### config.mk
export PLATFORM = sky130hd
export DESIGN_NAME = core_addr_router
export DESIGN_NICKNAME = d
export VERILOG_FILES = /design/src/rtl/core_addr_router.sv
export SDC_FILE = /design/constraint.sdc
export NUM_CORES = 2
export LEC_CHECK = 0
export ABC_AREA = 0
export BUFFER_PORTS_ARGS = -buffer_cell sky130_fd_sc_hd__buf_2
export CAP_MARGIN = 0
export CORE_MARGIN = 3
export CORE_UTILIZATION = 39
export DETAILED_ROUTE_END_ITERATION = 10
export PLACE_DENSITY_LB_ADDON = 0.3
export SYNTH_ARGS = -nofsm -noshare
export SYNTH_HDL_FRONTEND = slang
export SYNTH_SLANG_ARGS = --single-unit
### constraint.sdc
create_clock -name clk -period 5 [get_ports clk]
set_input_delay 0.75 -clock clk [delete_from_list [all_inputs] [get_ports clk]]
set_output_delay 0.75 -clock clk [all_outputs]
set_load 0.02 [all_outputs]
### src/rtl/core_addr_router.sv
module core_addr_router #(
  parameter int          REGIONS     = 8,
  parameter bit          WIDE_PERIPH = 1'b0,
  parameter logic [31:0] ATCM_ALIAS  = 32'h7900_0000,
  parameter logic [31:0] BTCM_ALIAS  = 32'h7902_0000,
  parameter int          TCM_AW      = 16,
  parameter int          IDXW        = $clog2(4 + 4*REGIONS)
) (
  input  logic              clk,
  input  logic              rst_n,
  input  logic              c_valid,
  output logic              c_ready,
  input  logic [31:0]       c_addr,
  input  logic              c_write,
  output logic              c_resp_valid,
  output logic              c_resp_err,
  input  logic              cfg_we,
  input  logic [IDXW-1:0]   cfg_idx,
  input  logic [35:0]       cfg_wdata,
  output logic              tcm_valid,
  output logic              tcm_bank,
  output logic [TCM_AW-1:0] tcm_offset,
  output logic              tcm_write,
  input  logic              tcm_ack,
  input  logic              tcm_err,
  output logic              per_valid,
  output logic [31:0]       per_addr,
  output logic              per_write,
  input  logic              per_ack,
  input  logic              per_err,
  output logic              sys_valid,
  output logic [35:0]       sys_addr,
  output logic              sys_write,
  input  logic              sys_ack,
  input  logic              sys_err,
  output logic              null_valid,
  output logic [31:0]       null_addr
);

  localparam logic [31:0] PER_LO = WIDE_PERIPH ? 32'h2000_0000 : 32'h0400_0000;
  localparam logic [31:0] PER_HI = WIDE_PERIPH ? 32'h2FFF_FFFF : 32'h07FF_FFFF;
  localparam int          HB     = 32 - TCM_AW;
  localparam logic [31:0] B_RST  = 32'h4101_0000;

  typedef enum logic [1:0] {D_TCM, D_PER, D_NUL, D_SYS} dest_t;

  logic          a_en, b_en;
  logic [HB-1:0] a_base, b_base;

  always_ff @(posedge clk or negedge rst_n)
    if (!rst_n) begin
      a_en   <= 1'b0;
      a_base <= '0;
      b_en   <= 1'b1;
      b_base <= B_RST[31:TCM_AW];
    end else if (cfg_we) begin
      if (cfg_idx == IDXW'(0)) begin
        a_en   <= cfg_wdata[0];
        a_base <= cfg_wdata[31:TCM_AW];
      end
      if (cfg_idx == IDXW'(1)) begin
        b_en   <= cfg_wdata[0];
        b_base <= cfg_wdata[31:TCM_AW];
      end
    end

  logic [REGIONS-1:0] hit;
  logic [35:0]        xl [REGIONS];

  for (genvar g = 0; g < REGIONS; g++) begin : gen_region
    logic        en;
    logic [4:0]  k;
    logic [31:0] src;
    logic [35:0] dst;
    logic [31:0] msk;

    always_ff @(posedge clk or negedge rst_n)
      if (!rst_n) begin
        en  <= 1'b0;
        k   <= '0;
        src <= '0;
        dst <= '0;
      end else if (cfg_we) begin
        if (cfg_idx == IDXW'(4 + 4*g)) begin
          en <= cfg_wdata[0];
          k  <= cfg_wdata[5:1];
        end
        if (cfg_idx == IDXW'(5 + 4*g)) src <= cfg_wdata[31:0];
        if (cfg_idx == IDXW'(6 + 4*g)) dst <= cfg_wdata;
      end

    assign msk    = (32'h1 << k) - 32'h1;
    assign hit[g] = en && (((c_addr ^ src) & ~msk) == 32'h0);
    assign xl[g]  = (dst & ~{4'h0, msk}) | {4'h0, c_addr & msk};
  end

  logic [35:0] xaddr;
  always_comb begin
    xaddr = {4'h0, c_addr};
    for (int i = REGIONS-1; i >= 0; i--)
      if (hit[i]) xaddr = xl[i];
  end

  logic a_hit, b_hit, p_hit, al_hit;
  assign a_hit  = a_en && (c_addr[31:TCM_AW] == a_base);
  assign b_hit  = b_en && (c_addr[31:TCM_AW] == b_base);
  assign p_hit  = (c_addr >= PER_LO) && (c_addr <= PER_HI);
  assign al_hit = (c_addr[31:TCM_AW] == ATCM_ALIAS[31:TCM_AW]) ||
                  (c_addr[31:TCM_AW] == BTCM_ALIAS[31:TCM_AW]);

  dest_t d_next;
  always_comb
    if (a_hit || b_hit) d_next = D_TCM;
    else if (p_hit)     d_next = D_PER;
    else if (al_hit)    d_next = D_NUL;
    else                d_next = D_SYS;

  logic        busy, q_bank, q_write;
  dest_t       q_dst;
  logic [35:0] q_addr;
  logic        ack_sel, err_sel;

  always_comb
    case (q_dst)
      D_TCM:   begin ack_sel = tcm_ack; err_sel = tcm_err; end
      D_PER:   begin ack_sel = per_ack; err_sel = per_err; end
      D_NUL:   begin ack_sel = 1'b1;    err_sel = 1'b1;    end
      default: begin ack_sel = sys_ack; err_sel = sys_err; end
    endcase

  assign c_ready      = !busy;
  assign c_resp_valid = busy && ack_sel;
  assign c_resp_err   = busy && ack_sel && err_sel;

  always_ff @(posedge clk or negedge rst_n)
    if (!rst_n) begin
      busy    <= 1'b0;
      q_dst   <= D_SYS;
      q_bank  <= 1'b0;
      q_write <= 1'b0;
      q_addr  <= '0;
    end else if (!busy) begin
      if (c_valid) begin
        busy    <= 1'b1;
        q_dst   <= d_next;
        q_bank  <= !a_hit;
        q_write <= c_write;
        q_addr  <= (d_next == D_SYS) ? xaddr : {4'h0, c_addr};
      end
    end else if (ack_sel) begin
      busy <= 1'b0;
    end

  assign tcm_valid  = busy && (q_dst == D_TCM);
  assign per_valid  = busy && (q_dst == D_PER);
  assign sys_valid  = busy && (q_dst == D_SYS);
  assign null_valid = busy && (q_dst == D_NUL);
  assign tcm_bank   = q_bank;
  assign tcm_offset = q_addr[TCM_AW-1:0];
  assign per_addr   = q_addr[31:0];
  assign null_addr  = q_addr[31:0];
  assign sys_addr   = q_addr;
  assign tcm_write  = q_write;
  assign per_write  = q_write;
  assign sys_write  = q_write;

endmodule


== After elaboration in Yosys (flattened, before gate mapping) ==
Cells that the tools add are included.

* Flip-flop bits (word level): 667
* Logic and storage cells: 224

* $add $sub $neg: 8
* $lt $le $gt $ge: 2
* Equal/unequal tests: 33
* Shift operators: 8
* Mux-type cells: 17
* Bitwise operators: 57
* Reduce and logical (&&, ||, !) cells: 58

{| class="wikitable"
|+ Operators with widths
! operator !! count
|-
| AND 32 bit || 16
|-
| 2-to-1 mux 36 bit || 9
|-
| AND 36 bit || 8
|-
| inverter 32 -> 36 bit || 8
|-
| OR 36 x 32 -> 36 bit || 8
|-
| zero test 32 bit || 8
|-
| inverter 32 bit || 8
|-
| << shifter 1 x 5 -> 32 bit, first input constant || 8
|-
| subtractor 32 x 1 -> 32 bit, second input constant || 8
|-
| bitwise XOR 32 bit || 8
|-
| == test 6 x 5 -> 1 bit, second input constant || 12
|-
| AND reduction 2 bit || 27
|-
| == test 6 x 4 -> 1 bit, second input constant || 6
|-
| == test 16 x 15 -> 1 bit, second input constant || 2
|-
| == test 16 bit || 2
|-
| >= comparator 32 x 27 -> 1 bit, second input constant || 1
|-
| <= comparator 32 x 27 -> 1 bit, second input constant || 1
|-
| == test 6 x 3 -> 1 bit, second input constant || 3
|-
| == test 6 bit, second input constant || 3
|-
| logical AND 1 bit || 17
|-
| == test 2 bit, second input constant || 3
|-
| == test 6 x 1 -> 1 bit, second input constant || 1
|-
| zero test 6 bit || 1
|-
| case mux 1 bit (3 select lines) || 2
|-
| 7 further kinds || 13
|}

== Depth between registers and ports, before layout ==
* Depth after elaboration: 15
* Gate-level depth with buffers: 21
* Mapped depth without buffers: 14

== Worst setup path before layout ==
OpenSTA, ideal clock, no wires.

* Path kind: flip-flop to flip-flop
* Start point: reg gen_region[1].k[4]
* End point: reg q_addr[26], in the netlist sys_addr[26]
* Arrival: 4.440 ns
* Data required time: 4.874 ns
* Path slack: 0.434 ns
* Stages on the path, launching flop included: 18
* Buffers on the path: 4
* Clock period less this slack: 4.566 ns
* Cells stage by stage: dfrtp_1 > clkbuf_1 > buf_2 > clkbuf_1 > nor4b_1 > inv_1 > ha_1 > buf_2 > or4bb_1 > a211oi_1 > o32ai_1 > a2111o_1 > nor4_1 > nand2_1 > nand2_1 > o22ai_1 > a221o_1 > o32a_1

* Cells in the longest elaborated chain, start to end: 9

{| class="wikitable"
|+ RTL lines
! item !! line !! text
|-
| start: declaration || 72 || <nowiki>logic [4:0] k;</nowiki>
|-
| start signal: assignment || 86 || <nowiki>k <= cfg_wdata[5:1];</nowiki>
|-
| << shifter 1 x 5 -> 32 bit * || 92 || <nowiki>assign msk = (32'h1 << k) - 32'h1;</nowiki>
|-
| subtractor 32 x 1 -> 32 bit * || 92 ||
|-
| inverter 32 bit || 93 || <nowiki>assign hit[g] = en && (((c_addr ^ src) & ~msk) == 32'h0);</nowiki>
|-
| AND 32 bit || 93 ||
|-
| zero test 32 bit || 93 ||
|-
| logical AND 1 bit || 93 ||
|-
| 2-to-1 mux 36 bit * (2 in series) || 101 || <nowiki>if (hit[i]) xaddr = xl[i];</nowiki>
|-
| 2-to-1 mux 36 bit * || 148 || <nowiki>q_addr <= (d_next == D_SYS) ? xaddr : {4'h0, c_addr};</nowiki>
|-
| end signal: assignment || 148 ||
|-
| end: declaration || 120 || <nowiki>logic [35:0] q_addr;</nowiki>
|}

Every way passes the cells marked *; elsewhere a longest branch is shown, timed or not.
A chain may end at the register's enable or synchronous reset.

== Worst setup path in the final report ==
* Start point: reg gen_region[1].k[2]
* End point: reg q_addr[4], in the netlist sys_addr[4]

The elaborated chain is that of the path after synthesis.

==> flow_summary_export.csv <==
group,metric,value,unit
floorplan,die_w,329,um
clock_network,root_buffer,"clkbuf_16",
worst_setup_path,worstSetupPathType,"reg -> reg",
clock_network,clock_path_buffers,3,
layout,layoutNonFillerInstCount,5578,
floorplan,chipHeight,329,um
global_route,grt_pass1_vias,33728,
floorplan,io_pins,212,
clock_network,cts_tree,"yes",
sta,min_period,4.91,ns
layout,final_cell_mix,"661 x dfrtp_1, 655 x mux2_2, 252 x buf_4, 220 x nand2_1, 210 x buf_2",
layout,final_common_cell,"dfrtp_1",
sta,tightest_slew,1.26,ns
worst_setup_path,start_kind,"register",
synthesis,netlist.area_leader.share,40.5,%
pwr,p_clk_share,29.6,%
global_route,antenna_found_initial,15,
worst_setup_path,path_max_fanout,35,
floorplan,rows,118,
detailed_routing,via_count,36040,
synthesis,synth_cells,4016,
worst_setup_path,cpMaxStageDelayCell,"a211oi_1",
synthesis,syn_area_per_cell,10.2,um^2
synthesis,ys_warn_count,0,
sta,setup_tns,0,ns
sta,slew_headroom,16.0,%
detailed_routing,ant_nets,0,
detailed_routing,dr.pass1.iters,6,
pwr,leakage,20.8,nW
synthesis,synth.distinct_cells,93,
worst_setup_path,crit_required,5.56,ns
layout,fillerInstances,9969,
clock_network,cts_made_buffers,78,
layout,regArea,16700,um^2
global_route,grt.total_usage,35.0,%
pwr,peakVddDrop,0.336,mV
pwr,pwr-share-comb,35.1,%
worst_setup_path,worstPathArrival,5.47,ns
sta,setup_slack,0.0923,ns
synthesis,async_flop_share,100,%
detailed_routing,avgRoutedWirePerCell,34.7,um
worst_setup_path,crit_chain,"nor2_1 -> nor4b_1 -> inv_1 -> ha_1 -> or4bb_1 -> a211oi_1 -> o32ai_1 -> a2111o_1 -> nor4_1 -> and2_1 -> buf_12 -> nor2_2 -> a211oi_1 -> buf_4 -> o21ai_0 -> a21oi_1",
place,hpwl,135000,um
layout,postLayoutCoreUtil,44.9,%
global_route,grt_overflow,0,
sta,rsz0062_at_grt,"no",
sta,maxSlewViolCount,0,
synthesis,seq_area_frac_synth,40.9,%
clock_network,htreeDepth,3,
synthesis,synthTopCellsByArea,"dfrtp_1 41%, mux2_2 18%, xnor2_1 3.5%",
detailed_routing,drtIter0Drc,4806,
place,gp_congestion,1.06,
global_route,grt_max_degree,133,
clock_network,cts_sinks,667,
layout,drive_gt1_share,32.1,%
pwr,p_switching,7.74,mW
floorplan,core-area,104000,um^2
worst_setup_path,setup.reg_to_reg.worst_slack,0.09,ns
synthesis,synthFlopType,"dfrtp_1",
sta,whs,0.0846,ns
worst_setup_path,critical-path-max-stage-delay,0.79,ns
worst_setup_path,end_kind,"register",
worst_setup_path,r2r_end,"sys_addr[4]$_DFFE_PN0P_",
detailed_routing,via_per_inst,6.46,
synthesis,synth_area,40800,um^2
place,dp_cells,5432,
synthesis,synth_edf_count,0,
detailed_routing,remaining_drc_errors,0,
place,placed_area,43900,um^2
clock_network,insertion_delay,0.65,ns
sta,setup_viol,0,
pwr,total_power,19.9,mW
sta,final.period_utilization,98.2,%
layout,fin_nets,4225,
sta,final_hold_viol_count,0,
synthesis,yosysTopAreaCell,"dfrtp_1",
sta,fmax,204,MHz
pwr,powerDensity,428,nW/um^2
pwr,pwr-share-seq,35.4,%
place,io_buffers,211,
worst_setup_path,cpMostUsedCell,"a211oi_1",
layout,multiInputGateArea,22000,um^2
synthesis,synth_nets,4109,
floorplan,start_util,39.4,%
run_status,status,"finished, final reports clean",
place,post-place-ws,0.0239,ns
synthesis,postSynthRegisterBits,667,
job,max_cap_viol_count,0,
pwr,internal-power,12.2,mW
detailed_routing,wl,194000,um
global_route,grt_pass1_wl,268000,um
clock_network,path_clk_slew,0.06,ns
worst_setup_path,rr_worst_depth,16,
sta,skew,0.0244,ns
hold_path,hold_class,"in -> async",
pwr,swShare,38.9,%
layout,area_growth_syn_to_layout,14.0,%
worst_setup_path,reg2reg_from,"gen_region[1].k[2]$_DFFE_PN0P_",
layout,postLayoutCellArea,46500,um^2
floorplan,die_area,109000,um^2
## critical path: cells and delay by family (launching register included)
family	cells	cell delay (ns)
buf+inv	3	0.55
compound gates	6	1.87
flops	1	0.39
simple gates	6	1.78
fa+ha+maj	1	0.21
## logic make-up after synthesis
| kind of cell | after synthesis | share of synthesized area (%) |
|---|---|---|
| and+or+nand+nor | 943 | 12.1 |
| AOI/OAI and AO/OA | 842 | 14.1 |
| muxes | 765 | 20.8 |
| DFF | 667 | 40.9 |
| buffers and inverters | 490 | 5.47 |
| xor gates and xnor gates | 301 | 6.46 |
| adders and majority gates | 8 | 0.245 |
## layout make-up
class	instances	share of cell area, %
clock buffers	109	4.66
multi-input cells	2859	47.4
inverters	43	0.347
flip-flops and latches	667	35.9
diodes	7	0.0376
clock inverters	30	0.782
repair buffers	483	7.22
well taps	1380	3.71
## per-layer routing
metal / wire [um] / track usage [%] / up-vias
met2: 80200 / 49.7 / 2343
met1: 78600 / 47.6 / 18323
met4: 15100 / 22.9 / 4
met3: 19900 / 7.97 / 527
li1: - / - / 14843
met5: 26 / 0 / -
## worst max path at each step
stage          depth (start not counted)                       end                            from  slack [ns]
2_1_floorplan                         17  sys_addr[26]$_DFFE_PN0P_  gen_region[1].k[4]$_DFFE_PN0P_        0.43
6_report                              16   sys_addr[4]$_DFFE_PN0P_  gen_region[1].k[2]$_DFFE_PN0P_        0.09
3_3_place_gp                          14   sys_addr[3]$_DFFE_PN0P_  gen_region[7].k[3]$_DFFE_PN0P_        0.07
4_1_cts                               14   sys_addr[3]$_DFFE_PN0P_  gen_region[7].k[3]$_DFFE_PN0P_        0.02
5_1_grt                               15  sys_addr[32]$_DFFE_PN0P_  gen_region[7].k[3]$_DFFE_PN0P_       0.005
3_5_place_dp                          14   sys_addr[3]$_DFFE_PN0P_  gen_region[7].k[3]$_DFFE_PN0P_        0.02
## power groups by stage
stage               registers [mW]  logic [mW]  clock network (mW)
floorplan                     6.90        4.42                   0
global placement              7.07        6.79                   0
detailed placement            7.10        6.78                   0
CTS                           7.01        6.81                5.91
global route                  7.11        7.31                6.12
finish                        7.04        6.98                5.88
## cells in the mapped netlist (31+ instances only)
master / n
buf_1: 32
nor3_1: 96
dfrtp_1: 661
a31oi_1: 31
and2_1: 31
buf_4: 85
buf_2: 47
o22ai_1: 41
o21ai_0: 209
o211ai_1: 40
a21oi_1: 155
xor2_1: 137
xnor2_1: 164
nor2_1: 183
or3_1: 35
mux2i_1: 110
nand4_1: 35
mux2_2: 655
nand3_1: 85
inv_1: 43
clkbuf_1: 281
nand2_1: 224
## timing repair
item,4_1_cts,5_1_grt
hold endpoints to repair,0,0
setup buffers,0,0
hold buffers,0,0
resized for setup,0,13
setup endpoints to repair,0,11
## flip-flops by register name (all words and copies together) (netlist names), 2 cells and up
signal / flops
b_base: 16
sys_addr: 36
gen_region.k: 40
gen_region.src: 256
a_base: 16
gen_region.dst: 288
gen_region.en: 8
q_dst: 2
No activity file was read; power rests on OpenSTA's default activity.
